File: src/rtl/pio_pkg.sv
package pio_pkg;
  localparam int ADDR_W = 16;
  localparam int LBA_W  = 28;

  localparam logic [ADDR_W-1:0] PORT_DATA   = 16'h01F0;
  localparam logic [ADDR_W-1:0] PORT_FAULT  = 16'h01F1;
  localparam logic [ADDR_W-1:0] PORT_COUNT  = 16'h01F2;
  localparam logic [ADDR_W-1:0] PORT_LBA0   = 16'h01F3;
  localparam logic [ADDR_W-1:0] PORT_LBA1   = 16'h01F4;
  localparam logic [ADDR_W-1:0] PORT_LBA2   = 16'h01F5;
  localparam logic [ADDR_W-1:0] PORT_DHEAD  = 16'h01F6;
  localparam logic [ADDR_W-1:0] PORT_CMDSTS = 16'h01F7;
  localparam logic [ADDR_W-1:0] PORT_CTRL   = 16'h03F6;

  localparam logic [7:0] OP_READ  = 8'h20;
  localparam logic [7:0] OP_WRITE = 8'h30;

  localparam int BIT_BUSY  = 7;
  localparam int BIT_READY = 6;
  localparam int BIT_FAULT = 0;

  localparam int SCRIPT_LEN = 7;

  typedef enum logic [3:0] {
    E_IDLE, E_POLL_CMD, E_SCRIPT, E_WSTREAM, E_WLAST,
    E_WAIT_IRQ, E_POLL_DATA, E_RDRAIN, E_FAULT_RD
  } eng_state_t;
endpackage

File: src/rtl/pio_setup_script.sv
module pio_setup_script
  import pio_pkg::*;
(
  input  logic [2:0]       step,
  input  logic [LBA_W-1:0] lba,
  input  logic             drive,
  input  logic             write,
  output logic [ADDR_W-1:0] addr,
  output logic [7:0]       value
);
  always_comb begin
    case (step)
      3'd0: begin addr = PORT_CTRL;  value = 8'h00; end
      3'd1: begin addr = PORT_COUNT; value = 8'h01; end
      3'd2: begin addr = PORT_LBA0;  value = lba[7:0]; end
      3'd3: begin addr = PORT_LBA1;  value = lba[15:8]; end
      3'd4: begin addr = PORT_LBA2;  value = lba[23:16]; end
      3'd5: begin addr = PORT_DHEAD; value = 8'hE0 | {3'b000, drive, lba[27:24]}; end
      default: begin addr = PORT_CMDSTS; value = write ? OP_WRITE : OP_READ; end
    endcase
  end
endmodule

File: src/rtl/pio_beat_counter.sv
module pio_beat_counter #(
  parameter int BEATS = 128
) (
  input  logic clk,
  input  logic rst,
  input  logic clr,
  input  logic inc,
  output logic last
);
  localparam int CNT_W = $clog2(BEATS);
  localparam logic [CNT_W-1:0] LAST_IDX = CNT_W'(BEATS - 1);

  logic [CNT_W-1:0] cnt;

  always_ff @(posedge clk) begin
    if (rst || clr) cnt <= '0;
    else if (inc)   cnt <= (cnt == LAST_IDX) ? '0 : cnt + 1'b1;
  end

  assign last = (cnt == LAST_IDX);

  // the beat after the final one starts a fresh sector
  a_r6_count_wraps: assert property (@(posedge clk) disable iff (rst)
    (inc && last && !clr) |=> (cnt == '0));
endmodule

File: src/rtl/pio_sector_engine.sv
module pio_sector_engine
  import pio_pkg::*;
#(
  parameter int DATA_W       = 32,
  parameter int SECTOR_WORDS = 128
) (
  input  logic              clk,
  input  logic              rst,
  input  logic              req_valid,
  output logic              req_ready,
  input  logic [LBA_W-1:0]  req_lba,
  input  logic              req_drive,
  input  logic              req_write,
  output logic [ADDR_W-1:0] bus_addr,
  output logic [DATA_W-1:0] bus_wdata,
  input  logic [DATA_W-1:0] bus_rdata,
  output logic              bus_rd,
  output logic              bus_wr,
  input  logic              irq,
  input  logic [DATA_W-1:0] wr_data,
  input  logic              wr_valid,
  output logic              wr_ready,
  output logic [DATA_W-1:0] rd_data,
  output logic              rd_valid,
  input  logic              rd_ready,
  output logic              done,
  output logic              err,
  output logic [7:0]        err_code
);
  localparam logic [2:0] STEP_END = 3'(SCRIPT_LEN);

  eng_state_t       state;
  logic [2:0]       step;
  logic [LBA_W-1:0] lba_q;
  logic             drive_q, write_q;
  logic [ADDR_W-1:0] scr_addr;
  logic [7:0]       scr_value;
  logic             beat_last, beat_inc, accept;
  logic             st_ready, st_fault;

  assign req_ready = (state == E_IDLE);
  assign wr_ready  = (state == E_WSTREAM);
  assign accept    = req_valid && req_ready;
  assign st_ready  = !bus_rdata[BIT_BUSY] && bus_rdata[BIT_READY];
  assign st_fault  = !bus_rdata[BIT_BUSY] && bus_rdata[BIT_FAULT];
  assign beat_inc  = (wr_ready && wr_valid) ||
                     (state == E_RDRAIN && rd_valid && rd_ready);

  pio_setup_script u_script (
    .step(step), .lba(lba_q), .drive(drive_q), .write(write_q),
    .addr(scr_addr), .value(scr_value)
  );

  pio_beat_counter #(.BEATS(SECTOR_WORDS)) u_beats (
    .clk(clk), .rst(rst), .clr(accept), .inc(beat_inc), .last(beat_last)
  );

  always_ff @(posedge clk) begin
    if (rst) begin
      state    <= E_IDLE;
      step     <= '0;
      lba_q    <= '0;
      drive_q  <= 1'b0;
      write_q  <= 1'b0;
      bus_addr <= '0;
      bus_wdata <= '0;
      bus_rd   <= 1'b0;
      bus_wr   <= 1'b0;
      rd_data  <= '0;
      rd_valid <= 1'b0;
      done     <= 1'b0;
      err      <= 1'b0;
      err_code <= '0;
    end else begin
      done   <= 1'b0;
      err    <= 1'b0;
      bus_wr <= 1'b0;
      case (state)
        E_IDLE: if (req_valid) begin
          lba_q    <= req_lba;
          drive_q  <= req_drive;
          write_q  <= req_write;
          step     <= '0;
          bus_rd   <= 1'b1;
          bus_addr <= PORT_CMDSTS;
          state    <= E_POLL_CMD;
        end
        E_POLL_CMD: begin
          if (st_fault) begin
            bus_addr <= PORT_FAULT;
            state    <= E_FAULT_RD;
          end else if (st_ready) begin
            bus_rd    <= 1'b0;
            bus_wr    <= 1'b1;
            bus_addr  <= scr_addr;
            bus_wdata <= {{(DATA_W-8){1'b0}}, scr_value};
            step      <= step + 1'b1;
            state     <= E_SCRIPT;
          end
        end
        E_SCRIPT: begin
          if (step == STEP_END) begin
            state <= write_q ? E_WSTREAM : E_WAIT_IRQ;
          end else begin
            bus_wr    <= 1'b1;
            bus_addr  <= scr_addr;
            bus_wdata <= {{(DATA_W-8){1'b0}}, scr_value};
            step      <= step + 1'b1;
          end
        end
        E_WSTREAM: if (wr_valid) begin
          bus_wr    <= 1'b1;
          bus_addr  <= PORT_DATA;
          bus_wdata <= wr_data;
          if (beat_last) state <= E_WLAST;
        end
        E_WLAST: begin
          done  <= 1'b1;
          state <= E_IDLE;
        end
        E_WAIT_IRQ: if (irq) begin
          bus_rd   <= 1'b1;
          bus_addr <= PORT_CMDSTS;
          state    <= E_POLL_DATA;
        end
        E_POLL_DATA: begin
          if (st_fault) begin
            bus_addr <= PORT_FAULT;
            state    <= E_FAULT_RD;
          end else if (st_ready) begin
            bus_addr <= PORT_DATA;
            state    <= E_RDRAIN;
          end
        end
        E_RDRAIN: begin
          if (bus_rd) begin
            rd_data  <= bus_rdata;
            rd_valid <= 1'b1;
            bus_rd   <= 1'b0;
          end else if (rd_valid && rd_ready) begin
            rd_valid <= 1'b0;
            if (beat_last) begin
              done  <= 1'b1;
              state <= E_IDLE;
            end else begin
              bus_rd <= 1'b1;
            end
          end
        end
        E_FAULT_RD: begin
          bus_rd   <= 1'b0;
          err_code <= bus_rdata[7:0];
          done     <= 1'b1;
          err      <= 1'b1;
          state    <= E_IDLE;
        end
        default: state <= E_IDLE;
      endcase
    end
  end

  // an accepted request starts status polling on the next cycle
  a_r2_accept_polls: assert property (@(posedge clk) disable iff (rst)
    accept |=> (bus_rd && bus_addr == PORT_CMDSTS));
  // no second request is taken while one is running
  a_r9_busy_after_accept: assert property (@(posedge clk) disable iff (rst)
    accept |=> !req_ready);
  // completion is a single-cycle pulse
  a_r9_done_pulse: assert property (@(posedge clk) disable iff (rst)
    done |=> !done);
  // the fault flag only accompanies completion
  a_r8_err_with_done: assert property (@(posedge clk) disable iff (rst)
    err |-> done);
  // every data-port write stems from an accepted source word
  a_r6_write_from_handshake: assert property (@(posedge clk) disable iff (rst)
    (bus_wr && bus_addr == PORT_DATA) |-> $past(wr_valid && wr_ready));
  // an untaken read word stays put
  a_r7_hold_word: assert property (@(posedge clk) disable iff (rst)
    (rd_valid && !rd_ready) |=> (rd_valid && $stable(rd_data)));
  // a new bus read never overlaps a pending word
  a_r7_no_read_over_word: assert property (@(posedge clk) disable iff (rst)
    (bus_rd && bus_addr == PORT_DATA) |-> !rd_valid);
  // one bus access per cycle
  a_r3_single_access: assert property (@(posedge clk) disable iff (rst)
    !(bus_rd && bus_wr));
endmodule

File: config.mk
export PLATFORM = sky130hd
export DESIGN_NAME = pio_sector_engine
export DESIGN_NICKNAME = d
export VERILOG_FILES = /design/src/rtl/pio_pkg.sv /design/src/rtl/pio_setup_script.sv /design/src/rtl/pio_beat_counter.sv /design/src/rtl/pio_sector_engine.sv
export SDC_FILE = /design/constraint.sdc
export NUM_CORES = 1
export LEC_CHECK = 0
export BUFFER_PORTS_ARGS = -buffer_cell sky130_fd_sc_hd__buf_2
export CAP_MARGIN = 40
export CORE_ASPECT_RATIO = 0.5
export CORE_UTILIZATION = 50
export CTS_CLUSTER_SIZE = 12
export DETAILED_ROUTE_END_ITERATION = 12
export GPL_TIMING_DRIVEN = 1
export PLACE_DENSITY = 0.8
export SYNTH_ARGS = -nofsm -noshare
export SYNTH_HDL_FRONTEND = slang
export SYNTH_SLANG_ARGS = --single-unit
File: constraint.sdc
create_clock -name clk -period 2.03 [get_ports clk]
set_input_delay 0.1015 -clock clk [delete_from_list [all_inputs] [get_ports clk]]
set_output_delay 0.1015 -clock clk [all_outputs]
set_load 0.01 [all_outputs]
==> impl_metrics.ini <==
[place]
placedCellCount = 990
detailedPlacementHpwl_mm = 10.1
dpl-instance-area_um2 = 6520
io_buffers = 187
place_congestion = 0.890

[setup_path]
worst_path_largest_cell_delay_ns = 0.56
worstPathMaxFanout = 15
required_ns = 2.37
path_delay_family = buffers and inverters
critical-path-slowest-cell = dlygate4sd3_1
worst_setup_path_end_kind = flop
cp-start-kind = primary input
crit_chain = dlygate4sd3_1 > buf_2 > or3b_4 > a221oi_4 > buf_4 > o211a_4 > nand3_1 > a21oi_1
setup.worst_path.class = in2reg
critPathArrivalTime_ns = 2.31
count_of_buffering_cells_on_the_critical_path_with_inverters_included = 3

[timing]
finalCritPeriodShare_pct = 97.1
timing.fmax_ghz = 0.507
finalWorstPathRequiredPeriod_ns = 1.97
slew_violations = 0
worstMarginPinSlew_ns = 0.693
final-hold-violation-count = 0
setup-violations-final = 0
finalHoldWorstSlack_ns = 0.0466
setup_tns_ns = 0
max_clock_skew_ns = 0.0107
slew_headroom_pct = 53.8

[cts]
clkSlewWorstSetupHoldPaths_ns = 0.06
tritoncts.num_buffers = 17
clkLatencyLatePin_ns = 0.42
cts_root_buffer = clkbuf_16
clock_tree_from_tritoncts = built
h_tree_level_count = 4
cts_sinks = 126
ctsLongestPathBuffers = 2

[floorplan]
placement_rows = 26
die_extent_in_x_um = 150
design.portCount = 195
die_area_um2 = 11400
die_h_um = 76.0
design.core.area_um2 = 10400
initial_utilization_pct = 52.5

[synth]
sequential_share_of_the_synthesized_area_pct = 46.1
synth_largest_type_area_fraction_pct = 46.1
flip_flop_and_latch_count_after_synthesis = 126
avgSynthCellArea_um2 = 7.92
synth_area_leader_cell = dfxtp_1
yosys_most_used_dff = dfxtp_1
count_of_mapped_cells_out_of_synthesis = 691
post_synth_num_cell_types = 55
async_flop_share_pct = 0
synth_edf_count = 0
synth_area_leaders = dfxtp_1 46%, nand2_1 13%, a21oi_1 11%
post_synth_instance_area_um2 = 5470
synth.yosys.warnings = 0

[power]
switching_share_pct = 32.0
seqPwrFrac_pct = 33.7
power_density_nw_per_um2 = 1080
netSwitchingPower_uw = 2790
p_leak_uw = 0.00351
ir_drop_v = 0.000544
power_uw = 8720
combinationalPowerShare_pct = 29.6
relative_contribution_of_the_clock_network_to_total_power_pct = 36.7
intPower_uw = 5930

[global_route]
busiest_metal_layer_after_global_routing = met2
first_global_vias = 5746
global_route.overflow_total = 0
groute.layer.met2.usage_pct = 54.3
globalRouteTotalUtil_pct = 30.9
grt_first_pass_wirelength_mm = 27.8
groute.layer.met3.usage_pct = 6.63
grt_start_max_net_pins = 64
grt_antenna_before_repair = 0
grt_util_met1_pct = 35.4

[drt]
ant_nets = 0
drt-wirelength-per-cell_um = 16.3
dr_total_vias = 6128
drt_drc_violations_left = 0
wirelength_mm = 18.1
detailedRoute.firstIterationViolations = 579
dr.pass1.iters = 5
vias_per_cell = 5.52

[final_layout]
post_route_cells_drive_above_1_share_pct = 26.9
design_area_um2 = 8070
final.fill_count = 696
area.growth.synth_to_final_pct = 47.6
nNetsFinal = 1067
layout.cells.non_filler = 1111
diodes = 0

[hold_path]
hp-class = in2reg

[run_status]
outcome = completed

[flow_run]
timing.max_cap.violations = 0
## power by group through the flow
stage,Sequential (uW),Combinational [uW],Clock (uW)
2_1_floorplan,2950,1600,0
3_3_place_gp,2960,2170,0
3_5_place_dp,2970,2200,0
4_1_cts,2930,2360,3210
5_1_grt,2960,2800,3320
6_report,2940,2580,3200
## synth_stat cells (2+ instances only)
library cell,instances
xor2_1,6
a21oi_1,124
mux2i_1,5
o21ai_0,12
a21o_1,2
clkbuf_1,32
o21bai_1,3
dfxtp_1,126
buf_4,16
nand2_1,183
a22oi_1,5
or4_1,2
ha_1,7
a211oi_1,2
and2_1,4
o211ai_1,9
and3_1,3
buf_6,3
nor4_1,3
or2_2,4
a222oi_1,2
nor2_1,25
a211o_1,7
nand3b_1,6
nor3_1,13
nand3_1,30
nand4_1,2
nand2b_1,4
nor2b_1,9
inv_1,5
buf_2,13
## cells in the final DEF, fill, tap and decap left out, types with 5 or more instances in the layout
cell type | Yosys | final
mux2i_1 | 5 | 5
clkbuf_16 | 0 | 17
ha_1 | 7 | 5
buf_2 | 13 | 186
conb_1 | 1 | 7
buf_4 | 16 | 28
dlygate4sd3_1 | 0 | 88
xor2_1 | 6 | 6
a22oi_1 | 5 | 5
o21ai_0 | 12 | 12
nand2_1 | 183 | 183
nor3_1 | 13 | 12
nand3b_1 | 6 | 6
a21oi_1 | 124 | 124
nand3_1 | 30 | 30
dfxtp_1 | 126 | 125
a211o_1 | 7 | 7
inv_1 | 5 | 5
nor2_1 | 25 | 25
o211ai_1 | 9 | 9
nor2b_1 | 9 | 9
## path summary, 6_finish.rpt
path	start	to	slack, ns	cells after the start
worst max register to register	step[1]$_SDFFE_PP0P_	bus_addr[0]$_SDFFE_PP0P_	0.08	7
worst min-delay path	wr_data[2]	bus_wdata[2]$_SDFFE_PP0P_	0.05	3
worst max-delay path	bus_rdata[0]	bus_wdata[13]$_SDFFE_PP0P_	0.06	8
worst min register to register	bus_wdata[8]$_SDFFE_PP0P_	bus_wdata[8]$_SDFFE_PP0P_	0.45	2
## layout make-up
type                            instances  area [um^2]  area share, %
Clock inverter                          7          135           1.67
Inverter                                5         18.8          0.232
Timing Repair Buffer                  306         2080           25.8
Clock buffer                           23          478           5.92
Sequential cell                       126         2520           31.3
Tap cell                              140          175           2.17
Multi-Input combinational cell        504         2660           32.9
## worst register-to-register path: stages (launching register included)
cell      delay [ns]
dfxtp_1         0.37
ha_1            0.22
ha_1            0.29
nor3_1          0.13
a211oi_1        0.30
o21ai_0         0.21
a21oi_1         0.18
o21ai_0         0.13
## flip-flops by register name, summed over array words and instances (netlist names), 3 cells and up
register and cells:
err_code 8, bus_addr 5, lba_q 28, bus_wdata 32, state 4, step 3, rd_data 32, u_beats.cnt 7
## kinds of logic after synthesis
family / synth area share (%)
mux: 0.915
fa+ha+maj: 1.60
xor+xnor: 1.12
flops: 46.1
buf+inv: 6.54
other cells: 0.0686
compound gates: 20.2
simple gates: 23.5
## metal layers
layer / up-vias / wire (um) / share of wire, %
li1: 2885 / - / -
met5: - / 0 / 0
met3: 73 / 1270 / 7.0
met2: 301 / 8860 / 49
met4: 0 / 702 / 3.9
met1: 2869 / 7230 / 40
## stage by stage
step	util (%)	setup slack, ns
final	77.5	0.0580
after floorplan	-	0.181
after detailed placement	62.6	0.0449
after global placement	62.6	0.109
after CTS	77.0	0.0358
after global routing	77.5	-0.0534
## what timing repair did
item	CTS	global route
buffers inserted	0	1
endpoints found under the setup margin	0	37
hold buffers	88	0
resized for setup	0	8
endpoints found under the hold margin	96	0
Note: power is estimated with default switching activity, not from simulation.
